[src/rtl/irqSeqPkg.sv]
package irqSeqPkg;

  localparam int ACC_W  = 8;
  localparam int STAT_W = 8;
  localparam int BANK_W = 5;
  localparam int PTR_W  = 16;

  typedef struct packed {
    logic [PTR_W-1:0]  ptr1;
    logic [PTR_W-1:0]  ptr0;
    logic [BANK_W-1:0] bank;
    logic [STAT_W-1:0] status;
    logic [ACC_W-1:0]  acc;
  } ctx_t;

  localparam int CTX_W = $bits(ctx_t);

  // strobes from the sequencer to the datapath, each valid for one clock
  typedef struct packed {
    logic take;
    logic vecLoad;
    logic ret;
  } seqCtl_t;

  typedef enum logic [1:0] {
    SEQ_IDLE = 2'd0,
    SEQ_DEAD = 2'd1,
    SEQ_VEC  = 2'd2
  } seqState_t;

  localparam logic [1:0] ADDR_CTRL = 2'd0;
  localparam logic [1:0] ADDR_FLAG = 2'd1;
  localparam logic [1:0] ADDR_EN   = 2'd2;
  localparam logic [1:0] ADDR_STK  = 2'd3;

endpackage

[src/rtl/irqSources.sv]
module irqSources import irqSeqPkg::*; #(
  parameter int NSRC = 8,
  parameter int NUM_CORE = 3,
  parameter int REG_W = 8,
  parameter logic [NSRC-1:0] ASYNC_MASK = 8'h80
) (
  input  logic             clk,
  input  logic             rstN,
  input  logic [NSRC-1:0]  evtIn,
  input  logic             regWr,
  input  logic [1:0]       regAddr,
  input  logic [REG_W-1:0] regWdata,
  input  logic             takeStb,
  input  logic             retStb,
  output logic [NSRC-1:0]  flags,
  output logic [NSRC-1:0]  enables,
  output logic             gie,
  output logic             grpEn,
  output logic             irqReq
);

  localparam logic [NSRC-1:0] CORE_MASK = NSRC'((1 << NUM_CORE) - 1);

  logic [NSRC-1:0] setEvt;
  logic [NSRC-1:0] reqVec;

  for (genvar i = 0; i < NSRC; i++) begin : gSrc
    if (ASYNC_MASK[i]) begin : gAsync
      logic s1, s2, s3;
      always_ff @(posedge clk) begin
        if (!rstN) begin
          s1 <= 1'b0;
          s2 <= 1'b0;
          s3 <= 1'b0;
        end else begin
          s1 <= evtIn[i];
          s2 <= s1;
          s3 <= s2;
        end
      end
      assign setEvt[i] = s2 & ~s3;
    end else begin : gSync
      assign setEvt[i] = evtIn[i];
    end
  end

  always_ff @(posedge clk) begin
    if (!rstN) begin
      flags <= '0;
    end else if (regWr && regAddr == ADDR_FLAG) begin
      flags <= regWdata[NSRC-1:0] | setEvt;
    end else begin
      flags <= flags | setEvt;
    end
  end

  always_ff @(posedge clk) begin
    if (!rstN) begin
      enables <= '0;
    end else if (regWr && regAddr == ADDR_EN) begin
      enables <= regWdata[NSRC-1:0];
    end
  end

  always_ff @(posedge clk) begin
    if (!rstN) begin
      gie   <= 1'b0;
      grpEn <= 1'b0;
    end else begin
      if (takeStb) begin
        gie <= 1'b0;
      end else if (retStb) begin
        gie <= 1'b1;
      end else if (regWr && regAddr == ADDR_CTRL) begin
        gie <= regWdata[0];
      end
      if (regWr && regAddr == ADDR_CTRL) begin
        grpEn <= regWdata[1];
      end
    end
  end

  assign reqVec = flags & enables & (CORE_MASK | {NSRC{grpEn}});
  assign irqReq = gie & (|reqVec);

  AST_FLAG_LATCH: assert property (@(posedge clk) disable iff (!rstN)
    (setEvt != '0) |=> ((flags & $past(setEvt)) == $past(setEvt)));
  AST_TAKE_NEEDS_GIE: assert property (@(posedge clk) disable iff (!rstN)
    takeStb |-> gie);
  AST_TAKE_CLEARS_GIE: assert property (@(posedge clk) disable iff (!rstN)
    takeStb |=> !gie);
  AST_RET_SETS_GIE: assert property (@(posedge clk) disable iff (!rstN)
    retStb |=> gie);

endmodule

[src/rtl/irqCtrl.sv]
module irqCtrl import irqSeqPkg::*; (
  input  logic    clk,
  input  logic    rstN,
  input  logic    cycStb,
  input  logic    irqReq,
  input  logic    retReq,
  output seqCtl_t ctl
);

  seqState_t state;

  always_comb begin
    ctl = '0;
    if (cycStb) begin
      unique case (state)
        SEQ_IDLE: begin
          if (retReq) ctl.ret = 1'b1;
          else if (irqReq) ctl.take = 1'b1;
        end
        SEQ_VEC: ctl.vecLoad = 1'b1;
        default: ;
      endcase
    end
  end

  always_ff @(posedge clk) begin
    if (!rstN) begin
      state <= SEQ_IDLE;
    end else if (cycStb) begin
      unique case (state)
        SEQ_IDLE: if (!retReq && irqReq) state <= SEQ_DEAD;
        SEQ_DEAD: state <= SEQ_VEC;
        SEQ_VEC:  state <= SEQ_IDLE;
        default:  state <= SEQ_IDLE;
      endcase
    end
  end

  AST_NO_RET_IN_ENTRY: assert property (@(posedge clk) disable iff (!rstN)
    (ctl.take || ctl.vecLoad) |-> !ctl.ret);

endmodule

[src/rtl/irqDatapath.sv]
module irqDatapath import irqSeqPkg::*; #(
  parameter int PC_W = 11,
  parameter int STACK_DEPTH = 16,
  parameter logic [PC_W-1:0] VECTOR_ADDR = 'h4
) (
  input  logic            clk,
  input  logic            rstN,
  input  seqCtl_t         ctl,
  input  logic [PC_W-1:0] pcIn,
  input  ctx_t            ctxIn,
  output logic            flushStb,
  output logic            pcLoad,
  output logic [PC_W-1:0] pcLoadVal,
  output logic            ctxRestore,
  output ctx_t            ctxOut,
  output logic            stackOvf,
  output logic            stackUnf
);

  localparam int PTR_BITS = $clog2(STACK_DEPTH);
  localparam int CNT_W = $clog2(STACK_DEPTH + 1);
  localparam logic [PTR_BITS-1:0] LAST_IDX = PTR_BITS'(STACK_DEPTH - 1);
  localparam logic [CNT_W-1:0] FULL_CNT = CNT_W'(STACK_DEPTH);

  logic [PC_W-1:0]     stackMem [STACK_DEPTH];
  logic [PTR_BITS-1:0] wrPtr, ptrInc, ptrDec;
  logic [CNT_W-1:0]    depthCnt;
  ctx_t                shadowCtx;

  always_comb begin
    ptrInc = (wrPtr == LAST_IDX) ? '0 : wrPtr + 1'b1;
    ptrDec = (wrPtr == '0) ? LAST_IDX : wrPtr - 1'b1;
  end

  always_ff @(posedge clk) begin
    if (ctl.take) stackMem[wrPtr] <= pcIn;
  end

  always_ff @(posedge clk) begin
    if (!rstN) begin
      wrPtr    <= '0;
      depthCnt <= '0;
      stackOvf <= 1'b0;
      stackUnf <= 1'b0;
    end else if (ctl.take) begin
      wrPtr <= ptrInc;
      if (depthCnt == FULL_CNT) stackOvf <= 1'b1;
      else depthCnt <= depthCnt + 1'b1;
    end else if (ctl.ret) begin
      wrPtr <= ptrDec;
      if (depthCnt == '0) stackUnf <= 1'b1;
      else depthCnt <= depthCnt - 1'b1;
    end
  end

  always_ff @(posedge clk) begin
    if (!rstN) begin
      shadowCtx <= '0;
    end else if (ctl.take) begin
      shadowCtx <= ctxIn;
    end
  end

  always_ff @(posedge clk) begin
    if (!rstN) begin
      flushStb   <= 1'b0;
      pcLoad     <= 1'b0;
      ctxRestore <= 1'b0;
      pcLoadVal  <= '0;
    end else begin
      flushStb   <= ctl.take;
      pcLoad     <= ctl.vecLoad | ctl.ret;
      ctxRestore <= ctl.ret;
      if (ctl.ret) pcLoadVal <= stackMem[ptrDec];
      else if (ctl.vecLoad) pcLoadVal <= VECTOR_ADDR;
    end
  end

  assign ctxOut = shadowCtx;

  AST_ONE_ACTION: assert property (@(posedge clk) disable iff (!rstN)
    $onehot0({flushStb, pcLoad}));
  AST_VECTOR_VALUE: assert property (@(posedge clk) disable iff (!rstN)
    (pcLoad && !ctxRestore) |-> pcLoadVal == VECTOR_ADDR);
  AST_OVF_STICKY: assert property (@(posedge clk) disable iff (!rstN)
    stackOvf |=> stackOvf);
  AST_UNF_STICKY: assert property (@(posedge clk) disable iff (!rstN)
    stackUnf |=> stackUnf);

endmodule

[src/rtl/irqSeq.sv]
module irqSeq import irqSeqPkg::*; #(
  parameter int NSRC = 8,
  parameter int NUM_CORE = 3,
  parameter int REG_W = 8,
  parameter logic [NSRC-1:0] ASYNC_MASK = 8'h80,
  parameter int PC_W = 11,
  parameter int STACK_DEPTH = 16,
  parameter logic [PC_W-1:0] VECTOR_ADDR = 'h4
) (
  input  logic             clk,
  input  logic             rstN,
  input  logic             cycStb,
  input  logic [NSRC-1:0]  evtIn,
  input  logic             regWr,
  input  logic [1:0]       regAddr,
  input  logic [REG_W-1:0] regWdata,
  output logic [REG_W-1:0] regRdata,
  input  logic [PC_W-1:0]  pcIn,
  input  logic             retReq,
  input  logic [CTX_W-1:0] ctxIn,
  output logic             flushStb,
  output logic             pcLoad,
  output logic [PC_W-1:0]  pcLoadVal,
  output logic             ctxRestore,
  output logic [CTX_W-1:0] ctxOut,
  output logic             stackOvf,
  output logic             stackUnf
);

  seqCtl_t         ctl;
  logic [NSRC-1:0] flags, enables;
  logic            gie, grpEn, irqReq;
  ctx_t            ctxSave, ctxShadow;

  assign ctxSave = ctx_t'(ctxIn);
  assign ctxOut  = ctxShadow;

  irqSources #(
    .NSRC(NSRC), .NUM_CORE(NUM_CORE), .REG_W(REG_W), .ASYNC_MASK(ASYNC_MASK)
  ) uSources (
    .clk(clk), .rstN(rstN), .evtIn(evtIn), .regWr(regWr), .regAddr(regAddr),
    .regWdata(regWdata), .takeStb(ctl.take), .retStb(ctl.ret),
    .flags(flags), .enables(enables), .gie(gie), .grpEn(grpEn), .irqReq(irqReq)
  );

  irqCtrl uCtrl (
    .clk(clk), .rstN(rstN), .cycStb(cycStb), .irqReq(irqReq),
    .retReq(retReq), .ctl(ctl)
  );

  irqDatapath #(
    .PC_W(PC_W), .STACK_DEPTH(STACK_DEPTH), .VECTOR_ADDR(VECTOR_ADDR)
  ) uDatapath (
    .clk(clk), .rstN(rstN), .ctl(ctl), .pcIn(pcIn), .ctxIn(ctxSave),
    .flushStb(flushStb), .pcLoad(pcLoad), .pcLoadVal(pcLoadVal),
    .ctxRestore(ctxRestore), .ctxOut(ctxShadow),
    .stackOvf(stackOvf), .stackUnf(stackUnf)
  );

  always_comb begin
    regRdata = '0;
    unique case (regAddr)
      ADDR_CTRL: begin
        regRdata[0] = gie;
        regRdata[1] = grpEn;
      end
      ADDR_FLAG: regRdata[NSRC-1:0] = flags;
      ADDR_EN:   regRdata[NSRC-1:0] = enables;
      default: begin
        regRdata[0] = stackOvf;
        regRdata[1] = stackUnf;
      end
    endcase
  end

  AST_FLUSH_CLEARS_GIE: assert property (@(posedge clk) disable iff (!rstN)
    flushStb |-> !gie);

endmodule

[config.mk]
export PLATFORM = sky130hd
export DESIGN_NAME = irqSeq
export DESIGN_NICKNAME = d
export VERILOG_FILES = /design/src/rtl/irqSeqPkg.sv /design/src/rtl/irqSources.sv /design/src/rtl/irqCtrl.sv /design/src/rtl/irqDatapath.sv /design/src/rtl/irqSeq.sv
export SDC_FILE = /design/constraint.sdc
export NUM_CORES = 1
export LEC_CHECK = 0
export CORE_MARGIN = 1.5
export CORE_UTILIZATION = 68
export CTS_CLUSTER_DIAMETER = 150
export CTS_CLUSTER_SIZE = 28
export DETAILED_ROUTE_END_ITERATION = 10
export DONT_BUFFER_PORTS = 1
export GPL_ROUTABILITY_DRIVEN = 0
export PLACE_DENSITY = 0.84
export SLEW_MARGIN = 20
export SYNTH_ARGS = -nofsm -noshare
export SYNTH_HDL_FRONTEND = slang
export SYNTH_SLANG_ARGS = --single-unit
export TNS_END_PERCENT = 1
[constraint.sdc]
create_clock -name clk -period 4.3 [get_ports clk]
set_input_delay 0.43 -clock clk [delete_from_list [all_inputs] [get_ports clk]]
set_output_delay 0.43 -clock clk [all_outputs]
set_load 0.01 [all_outputs]
== Word-level counts from Yosys, hierarchy flattened ==
Memories as Yosys holds them, arrays and structs flattened.
Cells that the tools add are included.
Storage, ports and cells
  output and inout bits: 77
  register bits after elaboration: 101
  memories kept: 1
  RAM bits: 176
Memories
  uDatapath.stackMem: words 16, width 11, read ports 1, clocked after Yosys merged registers in 0, wr ports 1, line irqDatapath.sv:25  | logic [PC_W-1:0] stackMem [STACK_DEPTH];
Operators by class
  muxes and demuxes: 26
  equal/unequal tests: 9
  reduce and logical (&&, ||, !) cells: 18
  bitwise logic cells: 10
  add/subtract/negate cells: 4
Operators with widths (number)
  two-way mux 11 bit: 2
  two-way mux 5 bit: 4
  bitwise AND 8 bit: 2
  two-way mux 4 bit: 4
  bitwise OR 8 bit: 2
  case mux 6 bit (2 select lines): 1
  two-way mux 1 bit: 10
  two-way mux 8 bit: 1
  OR reduction 8 bit: 1
  case mux 2 bit (3 select lines): 1
  AND reduction 3 bit: 2
  nonzero test 2 bit: 3
  adder 5 x 1 -> 5 bit (second input constant): 1
  equality test 5 bit (second input constant): 1
  zero test 5 bit: 1
  subtractor 5 x 1 -> 5 bit (second input constant): 1
  adder 4 x 1 -> 4 bit (second input constant): 1
  equality test 2 x 1 -> 1 bit (second input constant): 2
  equality test 2 bit (second input constant): 2
  equality test 4 bit (second input constant): 1
  logical AND 1 bit: 4
  zero test 2 bit: 2
  zero test 4 bit: 1
  != test 2 x 1 -> 1 bit (second input constant): 2
  11 further kinds: 15

== Depth between registers and ports, before layout ==
  depth after elaboration: 10
  gate-level depth with buffers: 13
  gate-level depth less buffers: 10

== Modules after synthesis ==
A second synthesis with hierarchy kept.
Second synthesis, totals
  cells, all modules: 716
  area total of the unflattened synthesis: 10985.5 µm²
Modules (own cells, without submodules)
  irqDatapath: area an instance 9758.1 µm², instances 1, cells each 600
  irqSources: area an instance 894.6 µm², instances 1, cells each 76
  irqSeq: area an instance 210.2 µm², instances 1, cells each 26
  irqCtrl: area an instance 122.6 µm², instances 1, cells each 14

== Worst setup path before layout ==
No wires, ideal clock.
  kind: input-to-reg
  start: input cycStb
  end: memory uDatapath.stackMem[2][0], enable pin
  setup time: 0.393 ns
  arrival: 2.243 ns
  data required time: 3.907 ns
  setup slack: 1.664 ns
  cell stages on the path: 8
  path through: and2b_1 > nand3_1 > a21o_1 > buf_2 > inv_1 > clkbuf_1 > nand2_1 > nor3_1
Between the ends
  longest elaborated chain between the ends: 3
RTL lines
  start: declaration: line irqSeq.sv:12  | input logic cycStb,
  two-way mux 3 bit: line irqCtrl.sv:14  | if (cycStb) begin
  two-way mux 1 bit: line irqDatapath.sv:36  | if (ctl.take) stackMem[wrPtr] <= pcIn;
  two-way mux 1 bit (implied by the code): line irqDatapath.sv:36
  end: declaration: line irqDatapath.sv:25
No other way between the ends.

== Final worst setup path ==
  start: register uDatapath.wrPtr[0]
  end: register uDatapath.pcLoadVal[2]
Between the ends
  longest elaborated chain between the ends: 4
  elaborated cells on any way between the ends: 5
  classes of those cells: add/sub (1); mux (2); reduce/logical (1); memory (1)
RTL lines
  start: declaration: line irqDatapath.sv:26  | logic [PTR_BITS-1:0] wrPtr, ptrInc, ptrDec;
  start signal: assignment: line irqDatapath.sv:46  | wrPtr <= ptrInc;
  start signal: assignment: line irqDatapath.sv:50  | wrPtr <= ptrDec;
  subtractor 4 x 1 -> 4 bit or zero test 4 bit (tied branches): line irqDatapath.sv:32  | ptrDec = (wrPtr == '0) ? LAST_IDX : wrPtr - 1'b1;
  two-way mux 4 bit (*): line irqDatapath.sv:32
  memory read (16 x 11 bit) (*)
  two-way mux 11 bit (*): line irqDatapath.sv:74  | if (ctl.ret) pcLoadVal <= stackMem[ptrDec];
  end signal: assignment: line irqDatapath.sv:74
  end: declaration: line irqDatapath.sv:13  | output logic [PC_W-1:0] pcLoadVal,
Every way passes the cells marked *; elsewhere a longest branch is shown, timed or not.
A chain may end at the register's enable or synchronous reset.

==> metrics.md <==
| Metric | Value |
|---|---|
| Max stage delay on crit path | 0.64 ns |
| WL final | 25,000 um |
| Worst-skew pair later-pin latency | between 0.4 and 0.5 ns |
| CTS Root Buffer Type | clkbuf_16 |
| Worst clock skew | 0.0168 ns |
| I/O Buffers | 0 |
| CTS Hold Bufs | 0 |
| TritonCTS clock tree | yes |
| Synthesized net count | ~940 |
| Post-synth EDFFs | around 180 |
| Fin. Hold Viols | 0 |
| Residual DRC | 0 |
| Io pins | 164 |
| Final Critical Period | 3.19 ns |
| PD cells | 414 nW/um2 |
| Starting Density | 0.698 |
| Sequential cell area | 7310 um2 |
| Final setup violation count | 0 |
| Hold Crit Class | in2reg |
| Total track usage | 0.288 |
| Post-synth top flop | edfxtp_1 |
| Sequential share of power | 0.611 |
| Crit-path cells | inv_1 -> ha_1 -> nor2b_4 -> a21oi_4 -> mux4_2 -> and2_1 -> a2111oi_0 -> a211oi_1 |
| Yosys top cell by area | edfxtp_1 |
| Pre-CTS setup slack | 1.14 ns |
| Drt first pass iters | 7 |
| Yosys warns | 0 |
| CTS sink count | 277 |
| Required @ worst endpoint | 4.66 ns |
| Critical-path top delay cell | dfxtp_1 |
| Worst rel slew slack | 0.315 |
| Congestion Overflow GR | 0 |
| Max-Cap Viols | 0 |
| Post-synthesis sequential area ratio | 0.659 |
| DP HPWL | 16,400 um |
| Worst Path Max Fanout | 15 |
| Yosys top cell area share | 0.477 |
| Internal power | 3.68 mW |
| Switching share of power | 0.234 |
| PostCTS Resize Cnt | 0 |
| Max Buffers Root-to-Sink | 3 |
| Die area | between 15,000 and 20,000 um2 |
| CP bufs+invs | 1 |
| First-pass GRT wire length | 36,200 um |
| Area share of fa/ha/maj cells after synthesis | 0.0154 |
| Setup Fix Bufs, Post-CTS | 0 |
| Compound-cell area share of the yosys netlist | 0.101 |
| Flops & latches, synth | roughly 280 |
| Share of cells above drive strength 1 | 0.118 |
| Die extent in x | roughly 130 um |
| Largest net degree at the start of global routing | between 60 and 70 |
| Per-cell routed wire length | 23.8 um |
| DRT iter0 DRCs | 714 |
| Setup_tns | 0 ns |
| Measured slew at the worst slew-check pin | 1.03 ns |
| Setup crit start kind | register |
| H-Tree Depth | 1 |
| Post-synthesis xor/xnor area fraction | 0.00237 |
| Clock slew at reported path FFs | around 0.11 ns |
| Nets | slightly above 900 |
| Most frequent cells in the layout | 176 x edfxtp_1, 158 x nand2_1, 101 x dfxtp_1 |
| WS Path Type | reg2reg |
| Total area of multi-input combinational cells | 3450 um2 |
| Synth top area cells | edfxtp_1 48%, dfxtp_1 18%, mux4_2 6.1%, nand2_1 5.4%, a21oi_1 4.1% |
| Height of the die | 131 um |
| Mux cell area share after synthesis | 0.0900 |
| Worst setup margin | 1.11 ns |
| Simple-gate share of the synthesized area | 0.102 |
| Largest family of logic cells by synthesized area | simple AND/OR/NAND/NOR gates |
| Vias | 6,967 |
| Crit end category | register |
| CORE AREA | ~16,000 um2 |
| Leak | 3.90 nW |
| Synthesis-to-finish area growth | 4.78% |
| RSZ-0062 raised after global routing | false |
| TritonCTS buffer count | 13 |
| Post-synth cell types | 58 |
| # fillers | 994 |
| Synth Area per Inst | 13.2 um2 |
| Via density | approximately 6.6 |
| Cells after synthesis | 839 |
| Psw | roughly 1.1 mW |
| Number of global-route vias before repair | 6,432 |
| Worst path top cell family by delay | compound AO/OA/AOI/OAI gates |
| Comb power frac | 0.114 |
| Initial antenna violation count | 1 |
| Maximum clock frequency | ~0.31 GHz |
| Clock power frac | 0.275 |
| Commonest non-fill, non-tap cell in the layout | edfxtp_1 |
| Synth Cell Area | around 11,000 um2 |
| WP data arrival | 3.55 ns |
| Peak VDD IR | 0.345 mV |
| FP Rows | 46 |
| Tcrit/Tclk final | 0.742 |
| Fraction of registers with async set/reset | 0 |
| Max-slew violations | 0 |
| Final ANT Viol Nets | 0 |
| Status | finished clean |
-- sequential cells by signal (all words and copies together) (netlist names), 2 cells and up --
name and flops:
uCtrl.state 2, uDatapath.ctxOut 53, uDatapath.depthCnt 5, uDatapath.pcLoadVal 11
uDatapath.stackMem 176, uDatapath.wrPtr 4, uSources.enables 8, uSources.flags 8
-- stage by stage --
step	hold WS, ns	util	cells	power (mW)	cell area (um2)
floorplan	0.412	-	839	3.42	11100
global placement	0.419	0.708	1029	3.49	11300
global route	0.0192	0.731	1051	4.97	11600
CTS	0.0313	0.731	1050	4.81	11600
detailed placement	0.434	0.708	1029	3.53	11300
finish	0.0394	0.731	1051	4.81	11600
-- worst register-to-register path: stages, from the launching register on --
cell and delay, ns:
dfxtp_1 0.64, inv_1 0.27, ha_1 0.31, nor2b_4 0.16
a21oi_4 0.48, mux4_2 0.57, and2_1 0.17, a2111oi_0 0.37
a211oi_1 0.10
-- synth_stat cells, types with 2 or more instances --
library cell,number
buf_12,2
nand2_1,158
nand3_1,22
o21ai_0,9
nand2b_1,3
xnor2_1,3
or3_1,2
nor4_1,2
nor3_1,6
a222oi_1,4
buf_2,13
clkbuf_1,23
mux4_2,30
inv_1,14
a311oi_1,5
dfxtp_1,101
a211oi_1,11
edfxtp_1,176
mux2i_1,31
buf_8,2
a221oi_2,8
a21oi_1,91
a31oi_1,2
o221a_2,8
ha_1,12
o2111ai_1,2
and3_1,10
o31ai_1,2
and2_1,5
buf_6,2
buf_1,6
nor2_1,34
nor2b_1,6
a22oi_1,8
a21o_1,3
-- power groups by stage --
stage	combinational [mW]	sequential, mW	clock [mW]
final	0.549	2.94	1.32
after global routing	0.590	2.94	1.43
after CTS	0.541	2.93	1.33
after detailed placement	0.535	3.00	0
after global placement	0.504	2.99	0
after floorplan	0.451	2.97	0
-- worst paths after layout --
path / start / endpoint / slack, ns / depth (start not counted)
setup / recovery: uDatapath.wrPtr[0]$_SDFFE_PN0P_ / uDatapath.pcLoadVal[2]$_SDFFE_PN0P_ / 1.11 / 8
hold / removal: pcIn[10] / uDatapath.stackMem[11][10]$_DFFE_PP_ / 0.04 / 0
setup reg to reg: uDatapath.wrPtr[0]$_SDFFE_PN0P_ / uDatapath.pcLoadVal[2]$_SDFFE_PN0P_ / 1.11 / 8
hold reg to reg: uSources.gSrc[7].gAsync.s1$_SDFF_PN0_ / uSources.gSrc[7].gAsync.s2$_SDFF_PN0_ / 0.47 / 1
-- kinds of logic after synthesis --
| kind of cell | count (synthesis) |
|---|---|
| compound gates | 164 |
| xor+xnor | 3 |
| fa+ha+maj | 13 |
| buf+inv | 63 |
| flops | 277 |
| mux | 62 |
| simple gates | 257 |
-- final cells by class --
cell class,count,area share
repair buffers,23,0.0149
clock buffers,20,0.0303
flip-flops and latches,277,0.629
diodes,1,0.000215
clock inverters,1,0.000431
inverters,14,0.00453
multi-input cells,499,0.297
well taps,216,0.0233
-- per-layer routing --
metal  track usage  part of all wire
met1         0.355              0.36
met2         0.500              0.50
met3        0.0562             0.096
met4         0.129             0.047
met5             0                 0
(Power assumes the default switching activity.)
